### config.mk
export PLATFORM = sky130hd
export DESIGN_NAME = meter_decim_frontend
export DESIGN_NICKNAME = d
export VERILOG_FILES = /design/src/rtl/meter_decim_pkg.sv /design/src/rtl/frame_timer.sv /design/src/rtl/phase_interp.sv /design/src/rtl/cic_decim.sv /design/src/rtl/meter_decim_frontend.sv
export SDC_FILE = /design/constraint.sdc
export NUM_CORES = 1
export LEC_CHECK = 0
export ABC_AREA = 1
export BUFFER_PORTS_ARGS = -buffer_cell sky130_fd_sc_hd__buf_2
export CORE_AREA = 2 2 243 245
export DETAILED_ROUTE_END_ITERATION = 8
export DIE_AREA = 0 0 245 247
export PLACE_DENSITY_LB_ADDON = 0.1
export SYNTH_ARGS = -nofsm -noshare
export SYNTH_HDL_FRONTEND = slang
export SYNTH_SLANG_ARGS = --single-unit
### constraint.sdc
create_clock -name clk -period 7 [get_ports clk]
set_clock_uncertainty 0.2 [all_clocks]
set_input_delay 1.4 -clock clk [delete_from_list [all_inputs] [get_ports clk]]
set_output_delay 1.4 -clock clk [all_outputs]
set_load 0.1 [all_outputs]
### src/rtl/meter_decim_pkg.sv
package meter_decim_pkg;
  localparam int unsigned DEC_LOG2 = 7;
  localparam int unsigned OUT_W    = 24;
  localparam int unsigned PC_W     = 7;
  localparam int unsigned V_ORDER  = 2;
  localparam int unsigned I_ORDER  = 4;
  localparam int unsigned SETTLE   = 2;
endpackage

### src/rtl/frame_timer.sv
module frame_timer #(
  parameter int unsigned LOG2_R = 7,
  parameter int unsigned SETTLE = 2
) (
  input  logic clk,
  input  logic rst_n,
  input  logic samp_en,
  output logic tick,
  output logic valid
);
  localparam int unsigned SC_W = $clog2(SETTLE + 1);
  localparam logic [LOG2_R-1:0] LAST = '1;

  logic [LOG2_R-1:0] cnt_q, cnt_nxt;
  logic [SC_W-1:0]   set_q, set_nxt;
  logic              val_q, val_nxt;

  always_comb begin
    tick    = samp_en && (cnt_q == LAST);
    cnt_nxt = samp_en ? cnt_q + 1'b1 : cnt_q;
    set_nxt = (tick && (set_q < SC_W'(SETTLE))) ? set_q + 1'b1 : set_q;
    val_nxt = tick && (set_q == SC_W'(SETTLE));
  end

  always_ff @(posedge clk or negedge rst_n) begin
    if (!rst_n) begin
      cnt_q <= '0;
      set_q <= '0;
      val_q <= 1'b0;
    end else begin
      cnt_q <= cnt_nxt;
      set_q <= set_nxt;
      val_q <= val_nxt;
    end
  end

  assign valid = val_q;

  // strobes are at least one word apart
  a_r2_single_strobe: assert property (@(posedge clk) disable iff (!rst_n)
    val_q |=> !val_q);
  // a strobe only follows an enable that closed a word
  a_r3_strobe_on_wrap: assert property (@(posedge clk) disable iff (!rst_n)
    val_q |-> ($past(samp_en) && ($past(cnt_q) == LAST)));
endmodule

### src/rtl/phase_interp.sv
module phase_interp #(
  parameter int unsigned PC_W = 7
) (
  input  logic                   clk,
  input  logic                   rst_n,
  input  logic                   samp_en,
  input  logic                   frame_tick,
  input  logic                   bit_in,
  input  logic [PC_W-1:0]        pc_in,
  output logic signed [PC_W+1:0] w_out
);
  localparam logic [PC_W:0] FULL = (PC_W+1)'(1) << PC_W;
  localparam logic signed [PC_W+1:0] W_MAX = (PC_W+2)'(FULL);

  logic [PC_W-1:0] d_q, d_nxt;
  logic            prev_q, prev_nxt;
  logic [PC_W:0]   wa, wb;
  logic signed [PC_W+1:0] ta, tb;

  always_comb begin
    // offset binary: d = 64 + pc
    d_nxt    = frame_tick ? {~pc_in[PC_W-1], pc_in[PC_W-2:0]} : d_q;
    prev_nxt = samp_en ? bit_in : prev_q;
    wa = FULL - {1'b0, d_q};
    wb = {1'b0, d_q};
    ta = bit_in ? $signed({1'b0, wa}) : -$signed({1'b0, wa});
    tb = prev_q ? $signed({1'b0, wb}) : -$signed({1'b0, wb});
    w_out = ta + tb;
  end

  always_ff @(posedge clk or negedge rst_n) begin
    if (!rst_n) begin
      d_q    <= '0;
      prev_q <= 1'b0;
    end else begin
      d_q    <= d_nxt;
      prev_q <= prev_nxt;
    end
  end

  // delay setting moves only at a word boundary
  a_r8_pc_held: assert property (@(posedge clk) disable iff (!rst_n)
    !frame_tick |=> $stable(d_q));
  // interpolated sample never exceeds one full-scale step
  a_r6_weight_bound: assert property (@(posedge clk) disable iff (!rst_n)
    (w_out <= W_MAX) && (w_out >= -W_MAX));
endmodule

### src/rtl/cic_decim.sv
module cic_decim #(
  parameter int unsigned ORDER  = 2,
  parameter int unsigned IN_W   = 2,
  parameter int unsigned LOG2_R = 7,
  parameter int unsigned OUT_W  = 24,
  parameter int          SHIFT  = 0
) (
  input  logic                    clk,
  input  logic                    rst_n,
  input  logic                    samp_en,
  input  logic                    dump_en,
  input  logic signed [IN_W-1:0]  din,
  output logic signed [OUT_W-1:0] dout
);
  localparam int unsigned ACC_W = ORDER * LOG2_R + IN_W + 1;
  localparam int unsigned SW    = ACC_W + ((SHIFT > 0) ? SHIFT : 0);
  localparam logic signed [SW-1:0] MAXV = SW'((64'sd1 <<< (OUT_W - 1)) - 64'sd1);
  localparam logic signed [SW-1:0] MINV = -MAXV - SW'(1);

  logic signed [ACC_W-1:0] integ_q [ORDER];
  logic signed [ACC_W-1:0] integ_n [ORDER];
  logic signed [ACC_W-1:0] dly_q   [ORDER];
  logic signed [ACC_W-1:0] dly_n   [ORDER];
  logic signed [ACC_W-1:0] cin     [ORDER+1];
  logic signed [SW-1:0]    scl;
  logic signed [OUT_W-1:0] sat, dout_q, dout_n;

  assign integ_n[0] = samp_en ? integ_q[0] + {{(ACC_W-IN_W){din[IN_W-1]}}, din}
                              : integ_q[0];
  assign cin[0] = integ_q[ORDER-1];

  for (genvar k = 1; k < ORDER; k++) begin : g_int
    assign integ_n[k] = samp_en ? integ_q[k] + integ_q[k-1] : integ_q[k];
  end

  for (genvar k = 0; k < ORDER; k++) begin : g_comb
    assign cin[k+1] = cin[k] - dly_q[k];
    assign dly_n[k] = dump_en ? cin[k] : dly_q[k];
  end

  if (SHIFT >= 0) begin : g_up
    assign scl = SW'(cin[ORDER]) <<< SHIFT;
  end else begin : g_dn
    assign scl = cin[ORDER] >>> (-SHIFT);
  end

  always_comb begin
    if (scl > MAXV)      sat = MAXV[OUT_W-1:0];
    else if (scl < MINV) sat = MINV[OUT_W-1:0];
    else                 sat = scl[OUT_W-1:0];
    dout_n = dump_en ? sat : dout_q;
  end

  always_ff @(posedge clk or negedge rst_n) begin
    if (!rst_n) begin
      for (int k = 0; k < ORDER; k++) begin
        integ_q[k] <= '0;
        dly_q[k]   <= '0;
      end
      dout_q <= '0;
    end else begin
      for (int k = 0; k < ORDER; k++) begin
        integ_q[k] <= integ_n[k];
        dly_q[k]   <= dly_n[k];
      end
      dout_q <= dout_n;
    end
  end

  assign dout = dout_q;

  // output word holds between word boundaries
  a_r2_hold_word: assert property (@(posedge clk) disable iff (!rst_n)
    !dump_en |=> $stable(dout_q));
endmodule

### src/rtl/meter_decim_frontend.sv
module meter_decim_frontend
  import meter_decim_pkg::*;
#(
  parameter int unsigned R_LOG2  = DEC_LOG2,
  parameter int unsigned O_W     = OUT_W,
  parameter int unsigned P_W     = PC_W,
  parameter int unsigned VORD    = V_ORDER,
  parameter int unsigned IORD    = I_ORDER,
  parameter int unsigned N_SETTLE = SETTLE
) (
  input  logic                  clk,
  input  logic                  rst_n,
  input  logic                  mod_en,
  input  logic                  v_bit,
  input  logic                  i_bit,
  input  logic [P_W-1:0]        phase_word,
  output logic signed [O_W-1:0] v_sample,
  output logic signed [O_W-1:0] i_sample,
  output logic                  out_valid
);
  localparam int V_SH = int'(O_W) - 1 - int'(VORD * R_LOG2 + P_W);
  localparam int I_SH = int'(O_W) - 1 - int'(IORD * R_LOG2);

  logic                  tick;
  logic signed [P_W+1:0] v_w;
  logic signed [1:0]     i_w;

  assign i_w = i_bit ? 2'sb01 : 2'sb11;

  frame_timer #(.LOG2_R(R_LOG2), .SETTLE(N_SETTLE)) u_timer (
    .clk(clk), .rst_n(rst_n), .samp_en(mod_en), .tick(tick), .valid(out_valid));

  phase_interp #(.PC_W(P_W)) u_interp (
    .clk(clk), .rst_n(rst_n), .samp_en(mod_en), .frame_tick(tick),
    .bit_in(v_bit), .pc_in(phase_word), .w_out(v_w));

  cic_decim #(.ORDER(VORD), .IN_W(P_W + 2), .LOG2_R(R_LOG2), .OUT_W(O_W),
              .SHIFT(V_SH)) u_vcic (
    .clk(clk), .rst_n(rst_n), .samp_en(mod_en), .dump_en(tick),
    .din(v_w), .dout(v_sample));

  cic_decim #(.ORDER(IORD), .IN_W(2), .LOG2_R(R_LOG2), .OUT_W(O_W),
              .SHIFT(I_SH)) u_icic (
    .clk(clk), .rst_n(rst_n), .samp_en(mod_en), .dump_en(tick),
    .din(i_w), .dout(i_sample));

  // a fresh pair is announced only right after a word boundary
  a_r2_strobe_after_tick: assert property (@(posedge clk) disable iff (!rst_n)
    out_valid |-> $past(tick));
endmodule

* Word-level counts from Yosys, hierarchy flattened
Index checks and enable logic that the tools add are counted.
** Cells by class
- Equal/unequal tests :: 2
- Order comparisons :: 5
- Muxes and demuxes :: 7
- Reductions and logical operators :: 3
- Bitwise operators :: 1
- $add $sub $neg :: 18
** Operators by type and width (count)
- adder 31 bit :: 4
- subtractor 31 bit :: 4
- two-way mux 24 bit :: 4
- greater-than comparator 26 x 24 -> 1 bit (second input constant) :: 2
- less-than comparator 26 x 24 -> 1 bit (second input constant) :: 2
- adder 24 bit :: 2
- subtractor 24 bit :: 2
- two-way mux 9 bit :: 2
- adder 9 bit :: 1
- negator 7 -> 9 bit :: 1
- negator 8 -> 9 bit :: 1
- subtractor 8 x 7 -> 8 bit (first input constant) :: 1
- adder 7 x 1 -> 7 bit (second input constant) :: 1
- equality test 7 bit (second input constant) :: 1
- logical AND 1 bit :: 3
- adder 2 x 1 -> 2 bit (second input constant) :: 1
- equality test 2 bit (second input constant) :: 1
- less-than comparator 2 bit (second input constant) :: 1
- two-way mux 2 bit :: 1
- NOT 1 bit :: 1
** Word-level totals
- Output and inout bits :: 49
- Register bits after elaboration :: 410
- Input bits :: 12
- Word-level logic and storage cells :: 55

* Longest topological paths before layout
- Word-level depth :: 7
- Gate-level depth with buffers :: 44
- Depth with buffers taken out :: 43

* Hierarchy
A second synthesis with hierarchy kept.
** Second synthesis, totals
- Cell total of the unflattened synthesis :: 4597
- Area, all modules :: 33328.2 µm²
** By module, submodules not included
- cic_decim (u_icic) :: seq. area each 6806.5 µm², times used 1, area each 21903.5 µm², cells each 2970
- cic_decim (u_vcic) :: seq. area each 2977.9 µm², times used 1, area each 9858.2 µm², cells each 1407
- phase_interp :: seq. area each 200.2 µm², times used 1, area each 1074.8 µm², cells each 164
- frame_timer :: seq. area each 250.2 µm², times used 1, area each 484.2 µm², cells each 54
- meter_decim_frontend :: seq. area each 0.0 µm², times used 1, area each 7.5 µm², cells each 2

* Least setup slack after synthesis
No wires, ideal clock.
- Path type :: register to register
- From :: reg u_icic.integ_q (netlist bit u_icic.cin[126])
- To :: reg u_icic.dout_q[10] (netlist: u_icic.dout[10])
- Cell stages (with the launch flop) :: 38
- Slack :: 0.440 ns
- Buffers on the path :: 1
- Library setup time :: 0.074 ns
- Period minus slack after synthesis :: 6.560 ns
- Arrival time :: 6.286 ns
- Data required time :: 6.726 ns
- Cell sequence :: dfrtp_1 -> ha_1 -> a21oi_1 -> nand2_1 -> a21oi_1 -> o21ai_1 -> a21boi_1 -> o21ai_1 -> a31oi_1 -> xnor2_1 -> ha_1 -> nand2_1 -> o21ai_0 -> a21oi_1 -> nand2_1 -> inv_1 -> o21a_1 -> o31ai_1 -> (+2 left out) -> a21oi_1 -> inv_1 -> a21oi_1 -> o211ai_1 -> and2_1 -> ha_1 -> nand2_1 -> nor2_1 -> inv_1 -> o311ai_0 -> nand2_1 -> nand2_1 -> xor2_1 -> nand2_1 -> nand3_2 -> buf_6 -> nand2_2 -> a21oi_2
** RTL lines
- from (decl) :: line cic_decim.sv:20 : logic signed [ACC_W-1:0] integ_q [ORDER];
- from (signal, indexed assignment) :: line cic_decim.sv:63 : integ_q[k] <= integ_n[k];
- to (signal assigned) :: line cic_decim.sv:66 : dout_q <= dout_n;
- to (decl) :: line cic_decim.sv:26 : logic signed [OUT_W-1:0] sat, dout_q, dout_n;

==> impl_metrics.yaml <==
route:
  drt_pre_antenna_iters: 6
  drc_errors: 0
  finalWirelength_um: 74500
  ant_nets: 0
  viasPerCell: 5.30
  post_drt_wl_per_cell_um: 14.4
  vias: 27476
  drt-initial-drc-count: 1355
sta:
  fin_crit_sh_pct: 95.2
  max_slew_margin_pct: 41.0
  finalHoldViolCount: 0
  max_freq_ghz: 0.150
  hold_slack_ns: 0.267
  worst_pin_slew_ns: 0.885
  drv_slew: 0
  layout_min_cycle_time_ns: 6.67
  tns_ns: 0
  setup_viol: 0
placed_design:
  dp_cells: 5070
  dp_hpwl_um: 56600
  port_buffers: 60
  gp_congestion: 0.917
setup_path:
  critPathLaunchType: "register"
  r2r_cells: 42
  slowest_stage: "dfrtp_1"
  rrSetupSlack_ns: 0.33
  worstSetupPathType: "reg -> reg"
  max_stage_delay_ns: 0.38
  worstReg2RegStart: "u_icic.dly_q[95]"
  worstPathRequired_ns: 7.32
  r2r_end: "u_icic.dout[18]"
  crit_path_max_fanout: 7
  cp_common_cell: "nand2_2"
  worst_setup_path_end_kind: "register"
  arrival_ns: 6.98
logic_synthesis:
  yosysSeqAreaShare_pct: 31.9
  synth_nets: 4625
  synth_edf_count: 0
  ys_ff_latch: 404
  synth-main-ff-cell: "dfrtp_1"
  ys_warn_count: 0
  synth_top_cell_by_area: "dfrtp_1"
  syn_inst: 4265
  async_reset_ff_share_pct: 100
  synth_cell_types: 57
  avgSynthCellArea_um2: 7.43
  synth_area_leaders: "dfrtp_1, ha_1, nand2_1"
  synth_area_um2: 31700
  synth_top_cell_area_share_pct: 31.9
floorplanning:
  fp.dieArea_um2: 60500
  start_util_pct: 54.4
  core-area_um2: 58200
  die_h_um: 247
  die_x_um: 245
  io_pins: 61
  num_rows: 89
global_route:
  grt_max_degree: 171
  gr-total-overflow: 0
  grt_pass1_vias: 25793
  grt_usage_pct: 24.5
  antenna_found_initial: 0
  grt_pass1_wl_um: 123000
final_layout:
  fin_cells: 5180
  n_antenna_cell: 0
  syn2layout_area_growth_pct: 12.8
  final_core_util_pct: 61.3
  fin_nets: 4730
  fill_cells: 5353
  drive_gt1_share_pct: 9.55
hold_path:
  hold_path_end: "u_timer.set_q[0]"
  hold_class: "reg -> reg"
  hold_depth: 1
  hp-start: "u_timer.set_q[0]"
cts:
  clockBufferDepth: 3
  clockRootBuffer: "clkbuf_16"
  htree_levels: 2
  path_clk_slew_ns: 0.06
  cts_tree: "built"
  cts_num_sinks: 404
  cts_buffers: 48
  clk-insertion-delay-late_ns: 0.59
pwr:
  powerDensity_nw_per_um2: 516
  p_leak_nw: 18.2
  ir_drop_uv: 658
  finalPower_mw: 18.4
run_status:
  outcome: "complete, no violations"
run:
  maxCapViolations: 0
[layout by cell type (no fill, tap or decap), types with 8 or more instances in the layout]
| cell | instances |
|---|---|
| clkinv_2 | 9 |
| a21oi_1 | 355 |
| nor2_1 | 241 |
| fa_1 | 11 |
| nand3_1 | 138 |
| clkbuf_16 | 50 |
| clkbuf_8 | 12 |
| nand4_1 | 30 |
| buf_2 | 58 |
| xor2_2 | 8 |
| ha_4 | 11 |
| buf_4 | 84 |
| o21ai_1 | 41 |
| dfrtp_1 | 404 |
| or2_2 | 16 |
| o21ai_0 | 436 |
| ha_1 | 321 |
| nand2_1 | 950 |
| nand3b_1 | 8 |
| a21o_1 | 22 |
| inv_1 | 521 |
| nor4_1 | 9 |
| o211ai_1 | 23 |
| o21a_1 | 18 |
| clkbuf_1 | 8 |
| o21ai_2 | 11 |
| o21bai_1 | 23 |
| a221oi_1 | 14 |
| a21oi_2 | 37 |
| nand3_2 | 11 |
| xnor2_1 | 119 |
| a31oi_1 | 58 |
| nand2_2 | 28 |
| nor3_1 | 37 |
| xor2_1 | 137 |
| a21boi_0 | 12 |
[sequential cells by signal, indices dropped and copies added, names as in the netlist, 22 cells and up]
register        flops
u_vcic.dly_q       46
u_icic.dly_q      124
u_icic.integ_q     93
u_vcic.integ_q     23
u_icic.dout        24
u_vcic.dout        22
u_icic.cin         31
u_vcic.cin         23
[cells in the mapped netlist, types with 14 or more instances]
library cell and instances:
a21boi_0 16, a21o_1 22, a21oi_1 382, a21oi_2 14, a221oi_1 15, a31oi_1 59, clkbuf_1 83, dfrtp_1 404
ha_1 337, inv_1 526, nand2_1 963, nand2_2 17, nand3_1 141, nand4_1 30, nor2_1 249, nor3_1 42
o211ai_1 23, o21a_1 18, o21ai_0 451, o21ai_1 38, o21bai_1 25, or2_2 16, xnor2_1 124, xor2_1 146
[logic make-up after synthesis]
kind of cell | after synthesis | share of synthesized area [%]
fa+ha+maj | 348 | 14.0
buf+inv | 626 | 7.56
xor+xnor | 270 | 7.47
simple gates | 1510 | 19.7
compound gates | 1105 | 19.3
flops | 404 | 31.9
other cells | 2 | 0.0237
[layout make-up]
class,instances,area (µm²),share of cell area [%]
Multi-Input combinational cell,3235,19900,55.6
Sequential cell,404,10100,28.3
Inverter,529,2000,5.59
Clock buffer,68,1400,3.91
Timing Repair Buffer,152,1110,3.10
Tap cell,773,967,2.71
Clock inverter,19,265,0.743
[where the power goes]
| part | internal (mW) | total [mW] | switching (mW) |
|---|---|---|---|
| registers | 2.91 | 3.51 | 0.603 |
| logic | 4.85 | 12.3 | 7.43 |
| clock network | 1.61 | 2.63 | 1.03 |
| total | 9.37 | 18.4 | 9.06 |
[metal layers]
metal / part of all wire, % / routed length, µm / vias to the layer above / track usage, %
li1: - / - / 14501 / -
met1: 49 / 36200 / 12452 / 32.9
met2: 46 / 34200 / 389 / 41.5
met3: 2.6 / 1910 / 134 / 2.71
met4: 2.9 / 2190 / 0 / 7.62
met5: 0 / 0 / - / 0
[repair_timing]
item	CTS	global route
setup endpoints to repair	23	24
pin swaps	0	64
hold buffers	0	0
resized for setup	3	156
cloned	0	2
buffers inserted	0	22
[worst max path at each step]
| stage | slack (ns) | start | to | cells past startpoint |
|---|---|---|---|---|
| 6_report | 0.33 | u_icic.dly_q[95] | u_icic.dout[18] | 42 |
| 5_1_grt | -0.18 | u_icic.dly_q[94] | u_icic.dout[6] | 42 |
| 4_1_cts | 0.02 | u_icic.cin[126] | u_icic.dout[18] | 40 |
| 3_5_place_dp | -0.11 | u_icic.cin[124] | u_icic.dout[18] | 42 |
| 3_3_place_gp | 0.10 | u_icic.cin[126] | u_icic.dout[15] | 41 |
| 2_1_floorplan | 0.44 | u_icic.cin[126] | u_icic.dout[10] | 37 |
[critical path: cells and delay by family (launching register included)]
| kind | cells | cell delay [ns] |
|---|---|---|
| adder cells (fa/ha/maj) | 4 | 1.06 |
| flip-flops | 1 | 0.38 |
| AO/OA/AOI/OAI | 13 | 2.04 |
| AND/OR/NAND/NOR | 16 | 1.76 |
| buffers and inverters | 7 | 0.88 |
| XOR/XNOR | 2 | 0.26 |
[metrics by stage]
stage                     worst slack, ns  instance area [µm²]
after floorplan                     0.440                31700
after global placement              0.101                33100
after detailed placement           -0.112                33100
after CTS                          0.0230                34800
after global routing               -0.181                35700
final                               0.333                35700
No activity file was read; power rests on OpenSTA's default activity.
